[config.mk]
export PLATFORM = sky130hd
export DESIGN_NAME = irq_prio_ctrl
export DESIGN_NICKNAME = d
export VERILOG_FILES = /design/src/rtl/irq_prio_ctrl.sv
export SDC_FILE = /design/constraint.sdc
export NUM_CORES = 1
export LEC_CHECK = 0
export BUFFER_PORTS_ARGS = -buffer_cell sky130_fd_sc_hd__buf_2
export CELL_PAD_IN_SITES_DETAIL_PLACEMENT = 0
export CELL_PAD_IN_SITES_GLOBAL_PLACEMENT = 1
export CORE_MARGIN = 2
export CORE_UTILIZATION = 35
export DETAILED_ROUTE_END_ITERATION = 10
export PLACE_DENSITY = 0.89
export SLEW_MARGIN = 15
export SYNTH_ARGS = -nofsm -noshare
export SYNTH_HDL_FRONTEND = slang
export SYNTH_SLANG_ARGS = --single-unit
[constraint.sdc]
create_clock -name clk -period 15 [get_ports clk]
set_clock_uncertainty 0.1 [all_clocks]
set_input_delay 3 -clock clk [delete_from_list [all_inputs] [get_ports clk]]
set_output_delay 3 -clock clk [all_outputs]
set_load 0.01 [all_outputs]
[src/rtl/irq_prio_ctrl.sv]
module irq_prio_ctrl #(
  parameter int NGRP = 6,
  parameter int NSRC = 11,
  parameter int NSTK = 4
) (
  input  logic                     clk,
  input  logic                     rst_n,
  input  logic [NSRC-2:0]          src_ev,
  input  logic [NSRC-1:0]          src_en,
  input  logic                     glob_en,
  input  logic [7:0]               prio_lo,
  input  logic [7:0]               prio_hi,
  input  logic                     xfer_ev,
  input  logic                     tick_ev,
  input  logic                     xfer_en,
  input  logic                     tick_en,
  input  logic                     xfer_clr,
  input  logic                     tick_clr,
  output logic                     xfer_flag,
  output logic                     tick_flag,
  output logic [NSRC-1:0]          pend,
  output logic                     irq_req,
  output logic [$clog2(NSRC)-1:0]  irq_vec,
  input  logic                     irq_ack,
  input  logic                     irq_reti,
  output logic [1:0]               act_lvl,
  output logic [$clog2(NSTK+1)-1:0] act_depth
);
  localparam int NHW = NSRC - 1;
  localparam int VW  = $clog2(NSRC);
  localparam int DW  = $clog2(NSTK + 1);
  localparam int SW  = $clog2(NSTK);

  logic [NHW-1:0] hw_flag;
  logic [1:0]     stk [NSTK];
  logic [VW-1:0]  win;
  logic [1:0]     best, top;
  logic           found, grant, ack_ok;
  logic [NSRC-1:0] clr_mask;
  logic [DW-1:0]  tdx;

  wire unused_prio = ^{prio_lo[7:NGRP], prio_hi[7:NGRP]};

  function automatic logic [1:0] lvl_of(input int v);
    int g;
    g = (v >= NHW) ? NGRP - 1 : v / 2;
    return {prio_hi[g], prio_lo[g]};
  endfunction

  assign pend     = {(xfer_flag & xfer_en) | (tick_flag & tick_en), hw_flag};
  assign ack_ok   = irq_ack & irq_req;
  assign clr_mask = ack_ok ? (NSRC'(1) << irq_vec) : '0;
  assign tdx      = act_depth - 1'b1;
  assign top      = (act_depth == 0) ? 2'd0 : stk[tdx[SW-1:0]];
  assign act_lvl  = top;
  assign grant    = found && (act_depth == 0 || best > top);

  always_comb begin
    found = 1'b0;
    best  = 2'd0;
    win   = '0;
    for (int i = NSRC - 1; i >= 0; i--) begin
      if (pend[i] && src_en[i] && glob_en && (!found || lvl_of(i) >= best)) begin
        found = 1'b1;
        best  = lvl_of(i);
        win   = VW'(i);
      end
    end
  end

  always_ff @(posedge clk) begin
    if (!rst_n) begin
      hw_flag   <= '0;
      xfer_flag <= 1'b0;
      tick_flag <= 1'b0;
      irq_req   <= 1'b0;
      irq_vec   <= '0;
      act_depth <= '0;
      for (int k = 0; k < NSTK; k++) stk[k] <= 2'd0;
    end else begin
      hw_flag   <= (hw_flag & ~clr_mask[NHW-1:0]) | src_ev;
      xfer_flag <= (xfer_flag & ~xfer_clr) | xfer_ev;
      tick_flag <= (tick_flag & ~tick_clr) | tick_ev;
      irq_req   <= grant & ~ack_ok;
      irq_vec   <= win;
      if (ack_ok && act_depth < DW'(NSTK)) begin
        stk[act_depth[SW-1:0]] <= lvl_of(int'(irq_vec));
        act_depth <= act_depth + 1'b1;
      end else if (irq_reti && act_depth != 0) begin
        act_depth <= act_depth - 1'b1;
      end
    end
  end
endmodule


==> impl_metrics.csv, run 1 <==
group,metric,value,unit
finish,fin_cells,497,
finish,syn_to_final_growth,46.5,%
yosys,yosys_warnings,0,
drt,via_per_inst,5.37,
drt,dr.pass1.iters,4,
grt,antenna_found_initial,0,
grt,grt_util_all_layers,18.9,%
finish,seqCellArea,641,µm²
finish,final_nets,471,
yosys,yosys-top-cells-area,"dfxtp_1 16%, ha_1 10%, edfxtp_1 9.6%",
yosys,ys_types,67,
setup_path,worstPathRequired,15090,ps
drt,wl,7660,µm
setup_path,crit_path_top_delay_cell,"ha_1",
setup_path,worst_ep_arrival_time,14830,ps
sta,rsz0062_at_grt,"yes",
finish,drive_gt1_share,47.6,%
outcome,status,"finished clean",
floorplan,rows,30,
setup_path,crit_fanout,4,
clock_network,clock-sinks,28,
flow_run,max-cap-violations,0,
grt,grt_overflow_total,0,
drt,ant_nets,0,
sta,slew_viol_final,0,
placement,place_area,3230,µm²
pwr,power.total,316,µW
clock_network,cts_hold_buf,0,
placement,port_buffers,66,
hold_path,hold_path_class,"register to register",
yosys,synth_top_cell_area_share,16.0,%
setup_path,ff2ff_setup_slack,2710,ps
clock_network,clkTransAtPathRegs,100,ps
placement,dp_hpwl,5800,µm
yosys,synth_ff_type,"dfxtp_1",
floorplan,die-area,7850,µm²
setup_path,cp-start-kind,"input pin",
finish,finalInstanceArea,3670,µm²
pwr,power_density,86.1,nW/µm²
drt,wire_per_inst,15.4,µm
pwr,ir_drop,0.0429,mV
drt,drc,0,
yosys,syn_area,2510,µm²
sta,relSlewSlack,62.8,%
yosys,yosys.area.top_type,"dfxtp_1",
sta,period_share,98.3,%
yosys,synthArstFlopShare,0,%
finish,antennaDiodeCount,0,
clock_network,clk_path_buf_depth,2,
setup_path,crit_type,"input pin to register",
hold_path,hold_start,"hw_flag[3]",
setup_path,crit_family,"compound AO/OA/AOI/OAI gates",
sta,worst_pin_slew,557,ps
yosys,syn_inst,292,
grt,grt_max_degree,26,
finish,layout.cells.most_common,"buf_2",
setup_path,r2r-start,"xfer_flag",
sta,final-setup-viol-count,0,
drt,num_vias,2667,
yosys,ys_seq_elements,28,
hold_path,min_path_cells,2,
grt,grt_pass1_vias,2625,
setup_path,worstRegToRegCells,70,
floorplan,die_y,88.6,µm
drt,drtIter0Drc,123,
hold_path,holdPathEnd,"hw_flag[3]",
clock_network,h-tree-depth,1,
sta,tns,0,ps
floorplan,core-area,6870,µm²
yosys,syn_nets,361,
finish,final_cell_mix,"66 x buf_2, 45 x buf_4, 24 x nor2_1",
pwr,power.leakage,0.00160,µW
finish,fillers,614,
setup_path,max_stage_delay,340,ps
placement,dp_cells,473,
placement,gp_congestion,0.800,
grt,grt_pass1_wl,11800,µm
clock_network,cts_buffers,3,
finish,multiInputGateArea,2110,µm²
sta,hold_viol,0,
setup_path,r2r_end,"irq_req",
clock_network,clk_latency,280,ps
floorplan,io_pins,71,
setup_path,worstSetupEndpointType,"register",
clock_network,tritoncts,"built",
yosys,synth-edff-count,8,
yosys,avgSynthCellArea,8.58,µm²
floorplan,die_w,88.6,µm
sta,fmax,0.0678,GHz
floorplan,start_util,36.5,%
clock_network,root_buffer,"clkbuf_8",
setup_path,crit_buf_inv,3,
yosys,yosysSeqAreaShare,25.6,%
sta,period_minus_slack,14750,ps
==> state kept, by name (all words and copies together), names as in the netlist <==
register   cells
act_depth      3
hw_flag       10
irq_req        1
irq_vec        4
stk            8
tick_flag      1
xfer_flag      1
==> worst register-to-register path: cells and delay by family (launching register included) <==
kind | cells | cell delay [ps]
flops | 1 | 340
simple gates | 27 | 3400
fa+ha+maj | 11 | 2870
buf+inv | 2 | 280
compound gates | 27 | 4230
mux | 3 | 960
==> final cells by class <==
class,count,area share (%)
well taps,96,3.27
inverters,11,1.12
repair buffers,113,18.8
flip-flops and latches,28,17.4
multi-input cells,245,57.4
clock buffers,3,1.12
clock inverters,1,0.818
==> cells in the mapped netlist, types with 3 or more instances <==
master and number:
mux2_4 3, nand2b_1 11, nand4_1 6, nor3_1 6, a221oi_1 3, or2_2 3, mux2i_1 3, nand3_1 17
o211ai_1 3, a22oi_1 3, clkbuf_1 6, inv_1 11, nor2b_1 15, and2_1 4, edfxtp_1 8, nand2_1 20
dfxtp_1 20, a31oi_1 4, o21a_1 8, ha_1 21, mux4_2 3, a21oi_1 23, nor2_1 29, o21ai_0 8
==> layer usage <==
layer  part of all wire [%]  track usage, %  up-vias
li1                       -               -     1308
met1                     45            23.8     1264
met2                     49            33.8       77
met3                    3.8            2.71       18
met4                    2.4            4.96        0
met5                      0               0        -
==> metrics by stage <==
stage / setup WS, ps / utilization [%] / hold WS [ps]
final: 254 / 53.5 / 450
after global routing: -154 / 53.5 / 495
after CTS: 7.69 / 50.9 / 447
after detailed placement: -337 / 47.0 / 436
after global placement: -88.4 / 47.0 / 412
after floorplan: 11.3 / - / 446
==> timing repair <==
| action | CTS | global route |
|---|---|---|
| setup buffers | 16 | 4 |
| pin swaps | 19 | 35 |
| endpoints found under the setup margin | 1 | 1 |
| resized for setup | 11 | 21 |
==> logic make-up after synthesis <==
logic type,Yosys count,share of synthesized area (%)
multiplexers,11,6.59
buffers and inverters,19,3.54
XOR/XNOR,1,0.350
AND/OR/NAND/NOR,130,28.4
flip-flops,28,25.6
adder cells (fa/ha/maj),21,10.5
AO/OA/AOI/OAI,82,25.1
==> worst max-delay path by stage <==
stage	cells past startpoint	slack [ps]	to	start
detailed placement	71	-340	irq_req	xfer_en
finish	71	250	irq_req	xfer_en
floorplan	69	10	irq_req	xfer_en
global placement	71	-90	irq_req	xfer_en
CTS	71	8	irq_req	xfer_en
global route	72	-150	irq_req	xfer_en
==> power by group <==
| part | total [µW] | internal, µW | switching [µW] | leakage, µW |
|---|---|---|---|---|
| Clock | 61.2 | 35.8 | 25.4 | 0.0000357 |
| Sequential | 102 | 87.0 | 14.5 | 0.000249 |
| Combinational | 153 | 76.5 | 76.9 | 0.00131 |
| Total | 316 | 199 | 117 | 0.00160 |
Note: power is estimated with default switching activity, not from simulation.
==> run 2, diff against run 1 <==
--- a/config.mk
+++ b/config.mk
@@ -5,13 +5,15 @@
 export SDC_FILE = /design/constraint.sdc
 export NUM_CORES = 1
 export LEC_CHECK = 0
+export ABC_AREA = 1
 export BUFFER_PORTS_ARGS = -buffer_cell sky130_fd_sc_hd__buf_2
 export CELL_PAD_IN_SITES_DETAIL_PLACEMENT = 0
 export CELL_PAD_IN_SITES_GLOBAL_PLACEMENT = 1
 export CORE_MARGIN = 2
-export CORE_UTILIZATION = 35
+export CORE_UTILIZATION = 33
 export DETAILED_ROUTE_END_ITERATION = 10
-export PLACE_DENSITY = 0.89
+export GPL_ROUTABILITY_DRIVEN = 1
+export PLACE_DENSITY = 0.88
 export SLEW_MARGIN = 15
 export SYNTH_ARGS = -nofsm -noshare
 export SYNTH_HDL_FRONTEND = slang
==> run 2 against run 1 <==
Global-route usage down 3.0 points. Setup slack improved by 2000 ps. Sequential power shrank 4%. Die area is 8.9% higher. Hold slack lost 52 ps. Flip-flop and latch count did not move. Critical path type unchanged. Largest cell class unchanged.
==> impl_metrics.csv, run 2 <==
group,metric,value,unit
outcome,status,"finished clean",
grt,grt_util_all_layers,15.9,%
floorplan,rows,32,
floorplan,core-area,7650,µm²
finish,syn_to_final_growth,19.4,%
grt,grt.busiest_layer,"met2",
setup_path,worstPathRequired,15080,ps
yosys,synth-compound-area-share,15.6,%
yosys,synth_top_cell_area_share,15.5,%
yosys,synth_xor_area_share,0.339,%
setup_path,worstSetupEndpointType,"register",
clock_network,clkTransAtPathRegs,100,ps
yosys,yosys-mux-area-fraction,0,%
finish,layout.cells.most_common,"inv_1",
sta,relSlewSlack,60.0,%
sta,tns,0,ps
sta,period_share,84.8,%
sta,period_minus_slack,12720,ps
floorplan,io_pins,71,
grt,grt_pass1_vias,2474,
pwr,power.leakage,0.00171,µW
yosys,syn_area,2580,µm²
finish,reg.largest.list,"hw_flag (10), stk (8), irq_vec (4)",
hold_path,hold_path_class,"register to register",
setup_path,crit_family,"simple AND/OR/NAND/NOR gates",
setup_path,crit_fanout,11,
floorplan,die_y,92.5,µm
drt,drtIter0Drc,106,
setup_path,max_stage_delay,310,ps
placement,place_area,3020,µm²
placement,gp_congestion,0.858,
yosys,synth_top_family_by_area,"simple AND/OR/NAND/NOR gates",
setup_path,crit_path_top_delay_cell,"ha_1",
yosys,synth_most_common_cell,"inv_1",
setup_path,crit_top_cell,"nand2_1",
yosys,avgSynthCellArea,6.71,µm²
finish,final_nets,521,
grt,met1_usage,21.1,%
setup_path,r2r-start,"xfer_flag",
finish,largest_reg_flops,10,
placement,port_buffers,66,
setup_path,crit_type,"input pin to register",
floorplan,die-area,8550,µm²
yosys,ys_seq_elements,28,
drt,wire_per_inst,11.9,µm
yosys,syn_inst,385,
sta,fmax,0.0786,GHz
clock_network,tritoncts,"built",
pwr,power_density,91.8,nW/µm²
grt,grt_pass1_wl,11100,µm
sta,rsz0062_at_grt,"no",
yosys,yosysSeqAreaShare,24.8,%
sta,hold_viol,0,
hold_path,min_path_cells,2,
yosys,yosys_warnings,0,
clock_network,cts_buffers,3,
yosys,yosys.area_share.simple,35.6,%
setup_path,worstRegToRegCells,83,
clock_network,clock-sinks,28,
flow_run,max-cap-violations,0,
setup_path,cp-start-kind,"input pin",
finish,finalInstanceArea,3090,µm²
clock_network,clk_path_buf_depth,2,
placement,dp_hpwl,5630,µm
clock_network,cts_hold_buf,0,
finish,antennaDiodeCount,0,
yosys,yosys-top-cells-area,"dfxtp_1 15%, inv_1 11%, ha_1 10%",
setup_path,worst_ep_arrival_time,12790,ps
drt,ant_nets,0,
drt,dr.pass1.iters,4,
sta,slew_viol_final,0,
yosys,syn_nets,454,
grt,antenna_found_initial,0,
finish,final_cell_mix,"78 x inv_1, 69 x nand2_1, 66 x buf_2",
hold_path,holdPathEnd,"hw_flag[0]",
clock_network,clk_latency,280,ps
yosys,synth-edff-count,8,
hold_path,hold_start,"hw_flag[0]",
grt,grt_max_degree,17,
clock_network,h-tree-depth,1,
clock_network,root_buffer,"clkbuf_8",
grt,grt_overflow_total,0,
yosys,yosys-top-cells-count,"78 x inv_1, 69 x nand2_1, 39 x nor2_1",
pwr,power.total,283,µW
yosys,synth_ff_type,"dfxtp_1",
yosys,yosys.area_share.adder,10.2,%
drt,drc,0,
setup_path,crit_buf_inv,11,
setup_path,r2r_end,"irq_req",
yosys,synthArstFlopShare,0,%
grt,use_met3,2.52,%
setup_path,ff2ff_setup_slack,4890,ps
floorplan,start_util,33.8,%
drt,via_per_inst,4.71,
yosys,yosys.area.top_type,"dfxtp_1",
clock_network,postCtsSetupBuffers,0,
drt,num_vias,2602,
yosys,ys_types,33,
clock_network,cts_resized,0,
finish,fin_cells,553,
finish,largest_register,"hw_flag",
finish,utilization,40.3,%
drt,wl,6590,µm
grt,met2_usage,27.6,%
placement,dp_cells,549,
pwr,ir_drop,0.0481,mV
finish,drive_gt1_share,26.4,%
sta,worst_pin_slew,594,ps
floorplan,die_w,92.5,µm
sta,final-setup-viol-count,0,
[run 2: cell count changes after synthesis, moves of 14 or more]
cell,change
nor2b_1,-15
o21ai_0,+18
nand2_1,+49
inv_1,+67
nand2_4,+14
nand2_2,+15
[run 2: worst max path at each step]
stage | from | depth (start not counted) | endpoint | slack [ps]
6_report | glob_en | 84 | irq_req | 2280
5_1_grt | glob_en | 84 | irq_req | 1260
4_1_cts | glob_en | 84 | irq_req | 2220
3_5_place_dp | glob_en | 84 | irq_req | 1950
3_3_place_gp | glob_en | 82 | irq_req | 2090
2_1_floorplan | xfer_en | 83 | irq_req | 3230
[run 2: area by class of cell]
type	count	area, µm²
clock buffer	4	66.3
inverter	85	324
sequential	28	641
multi-input combinational	268	1600
timing repair buffer	66	330
fill	847	4560
tap	102	128
[run 2: logic make-up (layout without fill, tap and decap cells)]
group,Yosys count,after routing
and+or+nand+nor,176,176
AOI/OAI and AO/OA,70,70
adders and majority gates,21,21
DFF,28,28
xor gates and xnor gates,1,1
buffers and inverters,89,155
[run 2: per-stage QoR]
stage / worst slack, ps / hold WS (ps)
6_report: 2280 / 399
5_1_grt: 1260 / 437
4_1_cts: 2220 / 396
3_5_place_dp: 1950 / 381
3_3_place_gp: 2090 / 378
2_1_floorplan: 3230 / 407
[run 2: where the power goes]
group | internal, µW | total [µW] | switching (µW)
combinational | 50.4 | 132 | 81.3
clock | 29.1 | 53.5 | 24.4
sequential | 87.0 | 98.2 | 11.2
[run 2: worst min-delay path, cell delays in order, from the launching register on]
cell	delay [ps]
dfxtp_1	330
o21ai_0	70
a21oi_1	60
[run 2: routing by layer]
metal,vias to the layer above,part of all wire [%]
met3,10,4.8
met1,1155,47
met4,0,1.8
li1,1359,-
met5,-,0
met2,78,47
